## config.mk

```make
export PLATFORM = sky130hd
export DESIGN_NAME = frame_ts_unit
export DESIGN_NICKNAME = d
export VERILOG_FILES = /design/src/rtl/fts_pkg.sv /design/src/rtl/fts_sync_detect.sv /design/src/rtl/fts_rx_framer.sv /design/src/rtl/fts_byte_queue.sv /design/src/rtl/fts_tx_stamp.sv /design/src/rtl/frame_ts_unit.sv
export SDC_FILE = /design/constraint.sdc
export NUM_CORES = 1
export LEC_CHECK = 0
export BUFFER_PORTS_ARGS = -buffer_cell sky130_fd_sc_hd__buf_2
export CORE_UTILIZATION = 40
export CTS_CLUSTER_DIAMETER = 60
export DETAILED_ROUTE_END_ITERATION = 8
export GPL_TIMING_DRIVEN = 0
export SETUP_SLACK_MARGIN = 0.5
export SYNTH_ARGS = -nofsm -noshare
export SYNTH_HDL_FRONTEND = slang
export SYNTH_HIERARCHICAL = 1
export SYNTH_SLANG_ARGS = --single-unit
```

## constraint.sdc

```tcl
create_clock -name clk -period 2.96 [get_ports clk]
set_clock_uncertainty 0.2 [all_clocks]
set_input_delay 0 -clock clk [delete_from_list [all_inputs] [get_ports clk]]
set_output_delay 0 -clock clk [all_outputs]
set_load 0.01 [all_outputs]
```

## src/rtl/fts_pkg.sv

```systemverilog
package fts_pkg;

    localparam int SYNC_W  = 16;
    localparam int BYTE_W  = 8;
    localparam int TS_W    = 32;
    localparam int TS_NB   = TS_W / BYTE_W;
    localparam logic [15:0] CRC_POLY = 16'h1021;
    localparam logic [15:0] CRC_SEED = 16'hFFFF;

    typedef enum logic [1:0] {
        TXS_IDLE,
        TXS_BODY,
        TXS_CRC_HI,
        TXS_CRC_LO
    } txs_e;

    // One byte of CRC-16, most significant bit first.
    function automatic logic [15:0] crc16_byte(input logic [15:0] crc_in,
                                               input logic [7:0]  data);
        logic [15:0] c;
        logic        fb;
        c = crc_in;
        for (int i = 7; i >= 0; i--) begin
            fb = c[15] ^ data[i];
            c  = {c[14:0], 1'b0};
            if (fb) c = c ^ CRC_POLY;
        end
        return c;
    endfunction

endpackage

```

## src/rtl/fts_sync_detect.sv

```systemverilog
module fts_sync_detect #(
    parameter int SYNC_W = 16
) (
    input  logic              clk,
    input  logic              rst,
    input  logic              searching,
    input  logic              bit_valid,
    input  logic              bit_in,
    input  logic [SYNC_W-1:0] pattern,
    output logic              hit
);
    localparam int CW = $clog2(SYNC_W);

    logic [SYNC_W-2:0] hist;
    logic [CW-1:0]     seen;
    logic              primed;

    assign primed = (seen == CW'(SYNC_W - 1));
    assign hit    = searching && bit_valid && primed && ({hist, bit_in} == pattern);

    always_ff @(posedge clk) begin
        if (rst) begin
            hist <= '0;
            seen <= '0;
        end else begin
            if (bit_valid) hist <= {hist[SYNC_W-3:0], bit_in};
            if (!searching)                  seen <= '0;
            else if (bit_valid && !primed)   seen <= seen + CW'(1);
        end
    end
endmodule

```

## src/rtl/fts_rx_framer.sv

```systemverilog
module fts_rx_framer #(
    parameter int LEN_W = 5
) (
    input  logic             clk,
    input  logic             rst,
    input  logic             hit,
    input  logic             bit_valid,
    input  logic             bit_in,
    input  logic [LEN_W-1:0] rx_len,
    input  logic             q_full,
    input  logic             q_rd,
    output logic             searching,
    output logic             wr_en,
    output logic [7:0]       wr_data,
    output logic             first_wr,
    output logic             drop
);
    logic             in_frame;
    logic [2:0]       bitcnt;
    logic [LEN_W-1:0] bytecnt;
    logic [6:0]       acc;
    logic             byte_done;

    assign searching = !in_frame;
    assign byte_done = in_frame && bit_valid && (bitcnt == 3'd7);
    assign wr_data   = {acc, bit_in};
    assign drop      = byte_done && q_full && !q_rd;
    assign wr_en     = byte_done && !drop;
    assign first_wr  = wr_en && (bytecnt == '0);

    always_ff @(posedge clk) begin
        if (rst) begin
            in_frame <= 1'b0;
            bitcnt   <= '0;
            bytecnt  <= '0;
            acc      <= '0;
        end else if (hit) begin
            in_frame <= 1'b1;
            bitcnt   <= '0;
            bytecnt  <= '0;
        end else if (in_frame && bit_valid) begin
            acc    <= {acc[5:0], bit_in};
            bitcnt <= bitcnt + 3'd1;
            if (bitcnt == 3'd7) begin
                bytecnt <= bytecnt + LEN_W'(1);
                if (drop || (bytecnt + LEN_W'(1) == rx_len)) in_frame <= 1'b0;
            end
        end
    end
endmodule

```

## src/rtl/fts_byte_queue.sv

```systemverilog
module fts_byte_queue #(
    parameter int DEPTH = 16,
    localparam int AW   = $clog2(DEPTH),
    localparam int CW   = AW + 1
) (
    input  logic          clk,
    input  logic          rst,
    input  logic          wr_en,
    input  logic [7:0]    wr_data,
    input  logic          rd_req,
    input  logic          flush,
    output logic [7:0]    rd_data,
    output logic [CW-1:0] count,
    output logic          full
);
    logic [7:0]    mem [DEPTH];
    logic [AW-1:0] wp, rp;
    logic          rd_en;

    assign full    = (count == CW'(DEPTH));
    assign rd_en   = rd_req && (count != '0);
    assign rd_data = mem[rp];

    always_ff @(posedge clk) begin
        if (wr_en) mem[wp] <= wr_data;
    end

    always_ff @(posedge clk) begin
        if (rst || flush) begin
            wp    <= '0;
            rp    <= '0;
            count <= '0;
        end else begin
            if (wr_en) wp <= wp + AW'(1);
            if (rd_en) rp <= rp + AW'(1);
            case ({wr_en, rd_en})
                2'b10:   count <= count + CW'(1);
                2'b01:   count <= count - CW'(1);
                default: count <= count;
            endcase
        end
    end
endmodule

```

## src/rtl/fts_tx_stamp.sv

```systemverilog
module fts_tx_stamp
    import fts_pkg::*;
#(
    parameter int LEN_W = 5
) (
    input  logic             clk,
    input  logic             rst,
    input  logic [TS_W-1:0]  local_time,
    input  logic             cca,
    input  logic [LEN_W-1:0] tx_len,
    input  logic [LEN_W-1:0] ts_offset,
    input  logic             in_valid,
    input  logic [7:0]       in_byte,
    output logic             out_valid,
    output logic [7:0]       out_byte
);
    txs_e             state;
    logic [LEN_W-1:0] idx;
    logic [TS_W-1:0]  ts_hold;
    logic [15:0]      crc;
    logic [LEN_W:0]   rel;
    logic             in_ts;
    logic [TS_W-1:0]  ts_shift;
    logic [7:0]       eff_byte;

    assign rel      = {1'b0, idx} - {1'b0, ts_offset};
    assign in_ts    = (idx >= ts_offset) && (rel < (LEN_W+1)'(TS_NB));
    assign ts_shift = ts_hold >> {rel[1:0], 3'b000};
    assign eff_byte = in_ts ? ts_shift[7:0] : in_byte;

    always_ff @(posedge clk) begin
        if (rst) begin
            state     <= TXS_IDLE;
            idx       <= '0;
            ts_hold   <= '0;
            crc       <= CRC_SEED;
            out_valid <= 1'b0;
            out_byte  <= '0;
        end else begin
            out_valid <= 1'b0;
            case (state)
                TXS_IDLE: if (cca) begin
                    ts_hold <= local_time;
                    idx     <= '0;
                    crc     <= CRC_SEED;
                    state   <= TXS_BODY;
                end
                TXS_BODY: if (in_valid) begin
                    out_byte  <= eff_byte;
                    out_valid <= 1'b1;
                    crc       <= crc16_byte(crc, eff_byte);
                    idx       <= idx + LEN_W'(1);
                    if (idx + LEN_W'(1) == tx_len) state <= TXS_CRC_HI;
                end
                TXS_CRC_HI: begin
                    out_byte  <= crc[15:8];
                    out_valid <= 1'b1;
                    state     <= TXS_CRC_LO;
                end
                default: begin
                    out_byte  <= crc[7:0];
                    out_valid <= 1'b1;
                    state     <= TXS_IDLE;
                end
            endcase
        end
    end
endmodule

```

## src/rtl/frame_ts_unit.sv

```systemverilog
module frame_ts_unit
    import fts_pkg::*;
#(
    parameter int DEPTH  = 16,
    parameter int LEN_W  = 5,
    localparam int CNT_W = $clog2(DEPTH) + 1
) (
    input  logic              clk,
    input  logic              rst,
    input  logic [TS_W-1:0]   local_time,
    input  logic [SYNC_W-1:0] sync_word,
    input  logic [LEN_W-1:0]  rx_len,
    input  logic              rx_bit_valid,
    input  logic              rx_bit,
    input  logic              fifo_rd,
    output logic [7:0]        fifo_rd_data,
    output logic [CNT_W-1:0]  fifo_count,
    output logic              rx_irq,
    output logic [TS_W-1:0]   rx_ts,
    output logic              rx_ts_valid,
    output logic              rx_overflow_err,
    input  logic              tx_cca,
    input  logic [LEN_W-1:0]  tx_len,
    input  logic [LEN_W-1:0]  ts_offset,
    input  logic              tx_in_valid,
    input  logic [7:0]        tx_in_byte,
    output logic              tx_out_valid,
    output logic [7:0]        tx_out_byte
);
    logic       searching, hit;
    logic       wr_en, first_wr, ovf_flush, q_full;
    logic [7:0] wr_data;

    fts_sync_detect #(.SYNC_W(SYNC_W)) u_sync (
        .clk(clk), .rst(rst), .searching(searching),
        .bit_valid(rx_bit_valid), .bit_in(rx_bit),
        .pattern(sync_word), .hit(hit)
    );

    fts_rx_framer #(.LEN_W(LEN_W)) u_framer (
        .clk(clk), .rst(rst), .hit(hit),
        .bit_valid(rx_bit_valid), .bit_in(rx_bit), .rx_len(rx_len),
        .q_full(q_full), .q_rd(fifo_rd), .searching(searching),
        .wr_en(wr_en), .wr_data(wr_data), .first_wr(first_wr), .drop(ovf_flush)
    );

    fts_byte_queue #(.DEPTH(DEPTH)) u_queue (
        .clk(clk), .rst(rst), .wr_en(wr_en), .wr_data(wr_data),
        .rd_req(fifo_rd), .flush(ovf_flush), .rd_data(fifo_rd_data),
        .count(fifo_count), .full(q_full)
    );

    fts_tx_stamp #(.LEN_W(LEN_W)) u_tx (
        .clk(clk), .rst(rst), .local_time(local_time), .cca(tx_cca),
        .tx_len(tx_len), .ts_offset(ts_offset), .in_valid(tx_in_valid),
        .in_byte(tx_in_byte), .out_valid(tx_out_valid), .out_byte(tx_out_byte)
    );

    always_ff @(posedge clk) begin
        if (rst) begin
            rx_irq          <= 1'b0;
            rx_ts           <= '0;
            rx_ts_valid     <= 1'b0;
            rx_overflow_err <= 1'b0;
        end else begin
            rx_irq <= first_wr;
            if (first_wr) begin
                rx_ts       <= local_time;
                rx_ts_valid <= 1'b1;
            end else if (ovf_flush) begin
                rx_ts_valid <= 1'b0;
            end
            if (ovf_flush) rx_overflow_err <= 1'b1;
        end
    end
endmodule

```

Word-level counts from Yosys, hierarchy flattened
Memory sizes are Yosys's and may differ from the RTL's. A register that Yosys moved wholly into a read port is not among the register bits.
Cells that the tools add are included.
- eq/ne operators: 13
- bitwise logic cells: 18
- magnitude comparators: 2
- muxes and demuxes: 55
- reductions and logical operators: 36
- shift operators: 1
- $add $sub $neg: 9
- operators by type and width (cell ; count):
    $mux 16 ; 23
    $mux 13 ; 8
    $pmux 16 s2 ; 1
    $shr 32x5->8 ; 1
    $not 3->3 ; 8
    $pmux 8 s3 ; 1
    $pmux 5 s2 ; 2
    $eq 16x16->1 ; 1
    $mux 8 ; 2
    $add 5x1->5 const B ; 3
    $add 4x1->4 const B ; 3
    $logic_and 1x1->1 ; 12
    $reduce_bool 2->1 ; 6
    $eq 5x5->1 ; 2
    $mux 5 ; 2
    $mux 1 ; 9
    $reduce_and 3->1 ; 3
    $mux 4 ; 2
    $reduce_and 2->1 ; 4
    $xor 1x1->1 ; 8
    $lt 6x3->1 const B ; 1
    $mux 2 ; 3
    $pmux 2 s3 ; 1
    $sub 5x5->6 ; 1
    other kinds (18) ; 27
- memory bits (writable): 128
- output and inout port bits: 57
- logic and storage cells: 154
- memories: 1
- register bits: 147
- memories (name ; words ; bits a word ; rd ports ; clocked after memory_dff ; wr ports ; RTL line ; source):
    u_queue.mem ; 16 ; 8 ; 1 ; 1 ; 1 ; fts_byte_queue.sv:16 ; logic [7:0] mem [DEPTH];

Depth between registers and ports, before layout
Gate-level depths: netlist (run 1).
- depth after elaboration: 43
- mapped depth: 15
- depth with buffers taken out: 12

By module
The synthesis (run 1) kept the hierarchy.
- by module, submodules not included (module ; sequential area each (µm²) ; area an instance (µm²) ; instances ; cells an instance):
    fts_byte_queue ; 4184.0 ; 5828.1 ; 1 ; 315
    fts_tx_stamp ; 1281.2 ; 3865.0 ; 1 ; 459
    frame_ts_unit ; 700.7 ; 1258.7 ; 1 ; 113
    fts_sync_detect ; 380.4 ; 884.6 ; 1 ; 90
    fts_rx_framer ; 320.3 ; 815.8 ; 1 ; 101

Least setup slack after synthesis (run 1)
Ideal clock, no wire load.
- path kind: register -> register
- start: reg u_queue.count[1]
- end: reg u_queue.count[4]
- buffers on the path: 3
- required time: 2.633 ns
- stages on the path, launching flop included: 16
- slack: -0.328 ns
- data arrival time: 2.961 ns
- cells stage by stage: dfxtp_1 > buf_6 > or4_4 > nor2_1 > nand2b_1 > and2_1 > clkbuf_1 > inv_1 > ha_1 > buf_2 > xor2_1 > ha_1 > o31ai_1 > and2_1 > o21ai_0 > or3b_1
- word-level cells in the longest chain between the ends: 7
- elaborated cells on any way between the ends: 14
- those cells by class: 2 x add/sub; 3 x eq/ne; 1 x mux; 8 x reduce/logical
- ends and longest elaborated chain (what ; RTL line ; source):
    start: declaration ; fts_byte_queue.sv:13 ; output logic [CW-1:0] count,
    start signal: assignment ; fts_byte_queue.sv:37 ; 2'b10: count <= count + CW'(1);
    start signal: assignment ; fts_byte_queue.sv:38 ; 2'b01: count <= count - CW'(1);
    start signal: assignment ; fts_byte_queue.sv:39 ; default: count <= count;
    $eq 5x5->1 (*) ; fts_byte_queue.sv:20 ; assign full = (count == CW'(DEPTH));
    via q_full ; frame_ts_unit.sv:31 ; logic wr_en, first_wr, ovf_flush, q_full;
    $logic_and 1x1->1 (*) (2 in series) ; fts_rx_framer.sv:27 ; assign drop = byte_done && q_full && !q_rd;
    $logic_not 1->1 (*) ; fts_rx_framer.sv:28 ; assign wr_en = byte_done && !drop;
    $logic_and 1x1->1 (*) ; fts_rx_framer.sv:28 ;
    via wr_en ; frame_ts_unit.sv:31 ;
    $eq 2x1->1 / $eq 2x2->1 (equally long branches) ; fts_byte_queue.sv:36 ; case ({wr_en, rd_en})
    $pmux 5 s2 / $reduce_bool 2->1 (equally long branches) ; n/a ;
The timed path passes the listed nets; every way through them passes the cells marked *.
A chain may end at the register's enable or synchronous reset.

Final worst setup path (run 1)
Ends and elaborated chain as after synthesis.

==> flow_summary.ini, run 1 <==
[synth]
ys_types = 85
synth_nets = 1181
synth.avg_cell_area_um2 = 11.7
synth.top_cells.by_count = dfxtp_1 (151), nand2_1 (130), edfxtp_1 (128)
synth-seq-cells = 279
synth_top_area_frac = 0.304
synth-async-reset-ratio = 0
synth_area_um2 = 12700
ys.flop_type = dfxtp_1
ys_warn_count = 6
synth_area_leaders = edfxtp_1 (30%), dfxtp_1 (24%), mux4_2 (7.1%)
synth-edff-count = 128
yosys.area.top_type = edfxtp_1
synthCells = 1078
yosysMostFrequentCell = dfxtp_1
yosysSeqAreaShare = 0.543

[critical_path]
cp_common_cell = buf_6
startpoint_type = flop
crit_path_end_kind = flop
r2r_slack_ps = -120
cp_cell_sequence = buf_6 -> or4_4 -> nor2_4 -> nand2b_1 -> and2_4 -> clkbuf_16 -> clkinv_8 -> ha_4 -> buf_6 -> xor2_1 -> ha_2 -> o31ai_1 -> and2_1 -> o21ai_1 -> or3b_1
worstPathArrival_ps = 3300
crit_fanout = 4
slowest_stage = or4_4
worst_ep_required_time_ps = 3180
cp_num_buf_inv = 4
rr_worst_depth = 15
critPathMaxStageDelay_ps = 500
worstSetupPathType = reg2reg
cp_top_family = simple AND/OR/NAND/NOR gates
timing.rr.start = u_queue/count[1]
reg2reg_to = u_queue/count[4]

[hold_path]
holdPathEnd = rx_ts[23]
hold_class = in2reg
hp-start = local_time[23]
min_delay_path_depth = 4

[sta]
setup_ws_ps = -123
slew_violations = 0
setup_viol_count_final = 5
rsz0062_at_grt = true
relSlewSlack = 0.476
period_minus_slack_ps = 3080
finalHoldViolCount = 0
finalCritPeriodShare = 1.04
fin_setup_tns_ps = -173
worstMarginPinSlew_ps = 786
fmax_ghz = 0.324

[power_and_ir_drop]
powerDensity_nw_per_um2 = 602
peakVddDrop_v = 0.000382
p_leak_uw = 0.00650
total_power_uw = 10100

[grt]
overflow = 0
grt_antenna_before_repair = 0
grt_max_degree = 19
grt_pass1_wl_mm = 50.3
grt_pass1_vias = 9227
grt_use_total = 0.195

[cts]
cts.path.max_buffers = 3
cts_root_buffer = clkbuf_16
clk_pin_slew_ps = 60
cts_made_buffers = 29
cts_tree = built
clk-insertion-delay-late_ps = 540
cts_max_level = 1
cts_num_sinks = 279

[floorplan]
initial_core_util = 0.410
placementRows = 64
die_h_um = 180
fp.dieW_um = 180
core_area_um2 = 30800
dieArea_um2 = 32300
ios = 135

[final_layout]
post-route-util = 0.545
antenna_cells = 0
drive_gt1_frac = 0.336
area_growth_pct = 32.8
nets = 1470
fin_area_um2 = 16800

[routing]
drt_pre_antenna_iters = 9
drt-wirelength-per-cell_um = 18.6
vias = 9456
viasPerCell = 5.30
drt_iter0_drc = 518
ant_nets = 0
drt_wl_total_mm = 33.1
drc_errors = 4

[place]
place_area_um2 = 14000
gp_congestion = 0.849
port-buffer-count = 134
dp_slack_ps = -308
dp_hpwl_mm = 21.8

[run_status]
status = complete, but fails checks
violations = DRC, setup timing

[job]
maxCapViolCount = 0
==> placed cells by master (no fill, tap or decap), types with 34 or more instances in the layout <==
cell type      instances
a21oi_1               68
buf_2                143
buf_4                 46
clkbuf_16             34
dfxtp_1              140
dlygate4sd3_1         59
edfxtp_1             128
mux2i_1               46
mux4_2                40
nand2_1              128
nor2_1                91
==> where the power goes <==
| part | switching (uW) | internal, uW | total, uW |
|---|---|---|---|
| combinational | 1260 | 958 | 2220 |
| clock | 1490 | 2060 | 3560 |
| sequential | 144 | 4190 | 4340 |
| total | 2900 | 7210 | 10100 |
==> how the worst max path moves through the flow <==
stage                     start               end  slack [ps]  cells after the start
4_1_cts        u_queue/count[1]  u_queue/count[4]        -150                     15
3_3_place_gp   u_queue/count[1]  u_queue/count[4]        -310                     15
6_report       u_queue/count[1]  u_queue/count[4]        -120                     15
3_5_place_dp      u_tx/state[1]      u_tx/crc[12]        -310                     10
5_1_grt        u_queue/count[1]  u_queue/count[4]        -250                     15
2_1_floorplan  u_queue/count[1]  u_queue/count[4]        -110                     15
==> registers in the layout, summed over array words and instances (netlist names), 2 cells and up, named ones only <==
| register | cells |
|---|---|
| u_queue/mem | 128 |
| rx_ts | 32 |
| u_tx/ts_hold | 32 |
| u_tx/crc | 16 |
| u_sync/hist | 15 |
| u_tx/out_byte | 8 |
| u_framer/acc | 7 |
| u_framer/bytecnt | 5 |
| u_queue/count | 5 |
| u_tx/idx | 5 |
| u_queue/rp | 4 |
| u_queue/wp | 4 |
| u_sync/seen | 4 |
| u_framer/bitcnt | 3 |
| u_tx/state | 2 |
==> metrics by stage <==
stage	std cells	hold WS [ps]
after floorplan	1078	-128
after detailed placement	1608	63.8
final	1785	52.1
after CTS	1756	0.00583
after global placement	1608	52.7
after global routing	1785	54.3
==> logic make-up (layout without fill, tap and decap cells) <==
kind of cell,after synthesis,in the layout,share of synthesized area
AND/OR/NAND/NOR,367,367,0.144
flip-flops,279,279,0.543
AO/OA/AOI/OAI,176,176,0.0945
multiplexers,91,91,0.112
buffers and inverters,81,392,0.0350
XOR/XNOR,59,59,0.0472
adder cells (fa/ha/maj),25,25,0.0253
==> routing by layer <==
metal | wire length, um | GRT usage | part of all wire
met3 | 1970 | 0.0350 | 0.059
met2 | 16000 | 0.327 | 0.48
met5 | 0 | 0 | 0
met4 | 628 | 0.0510 | 0.019
met1 | 14500 | 0.261 | 0.44
==> worst min-delay path: stages <==
cell and delay [ps]:
dlygate4sd3_1 510, buf_2 110, mux2i_1 60, nor2_1 70
==> final cells by class <==
cell class	instances	area (um^2)
Timing Repair Buffer	258	1910
Fill cell	2588	14000
Buffer	62	515
Sequential cell	279	6880
Inverter	19	86.3
Clock inverter	13	103
Multi-Input combinational cell	718	5970
Clock buffer	40	837
Tap cell	396	495
==> timing repair <==
item                                    CTS  global route
hold buffers                             59             0
pin swaps                                56            39
gates cloned                              1             4
setup buffers                            35            25
endpoints found under the setup margin  190           217
gates resized for setup                 126            64
hold endpoints to repair                145             0
Note: power is estimated with default switching activity, not from simulation.
==> run 2: changes to the inputs <==
--- a/config.mk
+++ b/config.mk
@@ -10,7 +10,8 @@
 export CTS_CLUSTER_DIAMETER = 60
 export DETAILED_ROUTE_END_ITERATION = 8
 export GPL_TIMING_DRIVEN = 0
-export SETUP_SLACK_MARGIN = 0.5
+export REMOVE_ABC_BUFFERS = 1
+export SETUP_SLACK_MARGIN = 0.2
 export SYNTH_ARGS = -nofsm -noshare
 export SYNTH_HDL_FRONTEND = slang
 export SYNTH_HIERARCHICAL = 1
==> flow_summary.ini, run 2 (same netlist as run 1, synthesis figures left out) <==
[critical_path]
crit_path_end_kind = flop
r2r_slack_ps = 0.7
crit_fanout = 7
rr_worst_depth = 11
worstPathArrival_ps = 3200
timing.rr.start = u_queue/count[1]
worstSetupPathType = reg2reg
reg2reg_to = u_queue/count[4]
startpoint_type = flop
worst_ep_required_time_ps = 3200

[hold_path]
hp-start = local_time[15]
min_delay_path_depth = 4
hold_class = in2reg
holdPathEnd = rx_ts[15]

[power_and_ir_drop]
peakVddDrop_v = 0.000509
powerDensity_nw_per_um2 = 639
p_leak_uw = 0.00621
total_power_uw = 10300

[final_layout]
final_cell_mix = dfxtp_1 (144), buf_2 (133), nand2_1 (129)
area_growth_pct = 26.9
post-route-util = 0.521
drive_gt1_frac = 0.290
largestRegisters = u_queue/mem (128), rx_ts (32), u_tx/ts_hold (32)
largest_reg_flops = 128
multi_input_area_um2 = 5810
antenna_cells = 0
seq_area_um2 = 6890
nFillCells = 2615
mostFrequentLayoutCell = dfxtp_1
max_flop_register = u_queue/mem
nets = 1393
fin_area_um2 = 16100

[sta]
fin_setup_tns_ps = 0
finalCritPeriodShare = 1.00
worstMarginPinSlew_ps = 1240
setup_viol_count_final = 0
period_minus_slack_ps = 2960
setup_ws_ps = 0.697
rsz0062_at_grt = true
slew_violations = 0
relSlewSlack = 0.175
fmax_ghz = 0.338
finalHoldViolCount = 0

[grt]
grt_antenna_before_repair = 0
grt_pass1_vias = 8882
grt_max_degree = 67
overflow = 0
grt_pass1_wl_mm = 47.4
grt_use_total = 0.183

[place]
port-buffer-count = 134
place_area_um2 = 13500
dp_hpwl_mm = 19.2
gp_congestion = 0.813
dp_slack_ps = -708

[routing]
drt-wirelength-per-cell_um = 17.7
viasPerCell = 5.29
vias = 9048
ant_nets = 0
drt_wl_total_mm = 30.3
drt_pre_antenna_iters = 9
drc_errors = 2
drt_iter0_drc = 580

[cts]
cts.path.max_buffers = 3
cts_root_buffer = clkbuf_16
cts_made_buffers = 30
cts_tree = built
cts_max_level = 1
cts_num_sinks = 279
clk_pin_slew_ps = 60
clk-insertion-delay-late_ps = 550

[floorplan]
ios = 135
die_h_um = 180
core_area_um2 = 30800
fp.dieW_um = 180
initial_core_util = 0.410
placementRows = 64
dieArea_um2 = 32300

[run_status]
violations = DRC
status = complete, but fails checks

[job]
maxCapViolCount = 0
## run 2: cell types whose count changed in the layout (fill, tap and decap cells not counted), moves of 8 or more
cell / change
buf_2: -10
a22oi_2: -9
buf_4: -13
a22oi_1: +9
buf_6: -17
and2_4: -16
and2_2: +8
and2_1: +8
clkbuf_1: -20
## run 2: area by class of cell
type                    count  share of cell area
multi-input cells         718               0.362
flip-flops and latches    279               0.429
clock buffers              41              0.0550
repair buffers            242               0.109
inverters                  19             0.00475
clock inverters            15             0.00974
well taps                 396              0.0309
## run 2: per-stage QoR
stage                     hold WS, ps  instances
after floorplan                  -133       1016
after global placement           53.5       1546
after detailed placement         61.4       1550
after CTS                        19.3       1696
after global routing             49.0       1710
final                            48.9       1710
## run 2: power breakdown
part	internal [uW]	total, uW	switching (uW)
Sequential	4190	4320	131
Clock	2280	3830	1550
Combinational	891	2110	1220
## run 2: critical path, cell delays in order, from the launching register on
cell	delay (ps)
dfxtp_4	370
or4_4	570
nor2_4	110
nand2b_1	70
and2_4	170
inv_4	60
ha_4	170
ha_4	230
a31oi_4	190
nor3_2	60
a311o_1	310
or3b_1	330
## run 2: worst max path at each step
stage / endpoint / start / slack [ps] / depth (start not counted)
after floorplan: u_queue/count[4] / u_queue/count[0] / -360 / 11
after global placement: u_tx/crc[12] / u_tx/state[1] / -1740 / 8
after detailed placement: u_queue/count[4] / u_queue/count[0] / -710 / 11
after CTS: u_tx/crc[13] / u_tx/idx[0] / -20 / 11
after global routing: u_tx/crc[14] / u_tx/idx[0] / -110 / 11
final: u_queue/count[4] / u_queue/count[1] / 0.7 / 11
## run 2: what timing repair did
| action | 4_1_cts | 5_1_grt |
|---|---|---|
| hold buffers | 63 | 0 |
| pin swaps | 36 | 27 |
| endpoints found under the setup margin | 116 | 120 |
| resized for setup | 70 | 43 |
| buffers inserted | 27 | 14 |
| endpoints found under the hold margin | 152 | 0 |
## run 2: routing by layer
| metal | track usage | wire (um) | up-vias |
|---|---|---|---|
| li1 | - | - | 4363 |
| met1 | 0.245 | 13500 | 4385 |
| met2 | 0.298 | 14100 | 240 |
| met3 | 0.0353 | 1900 | 60 |
| met4 | 0.0569 | 811 | 0 |
| met5 | 0 | 0 | - |
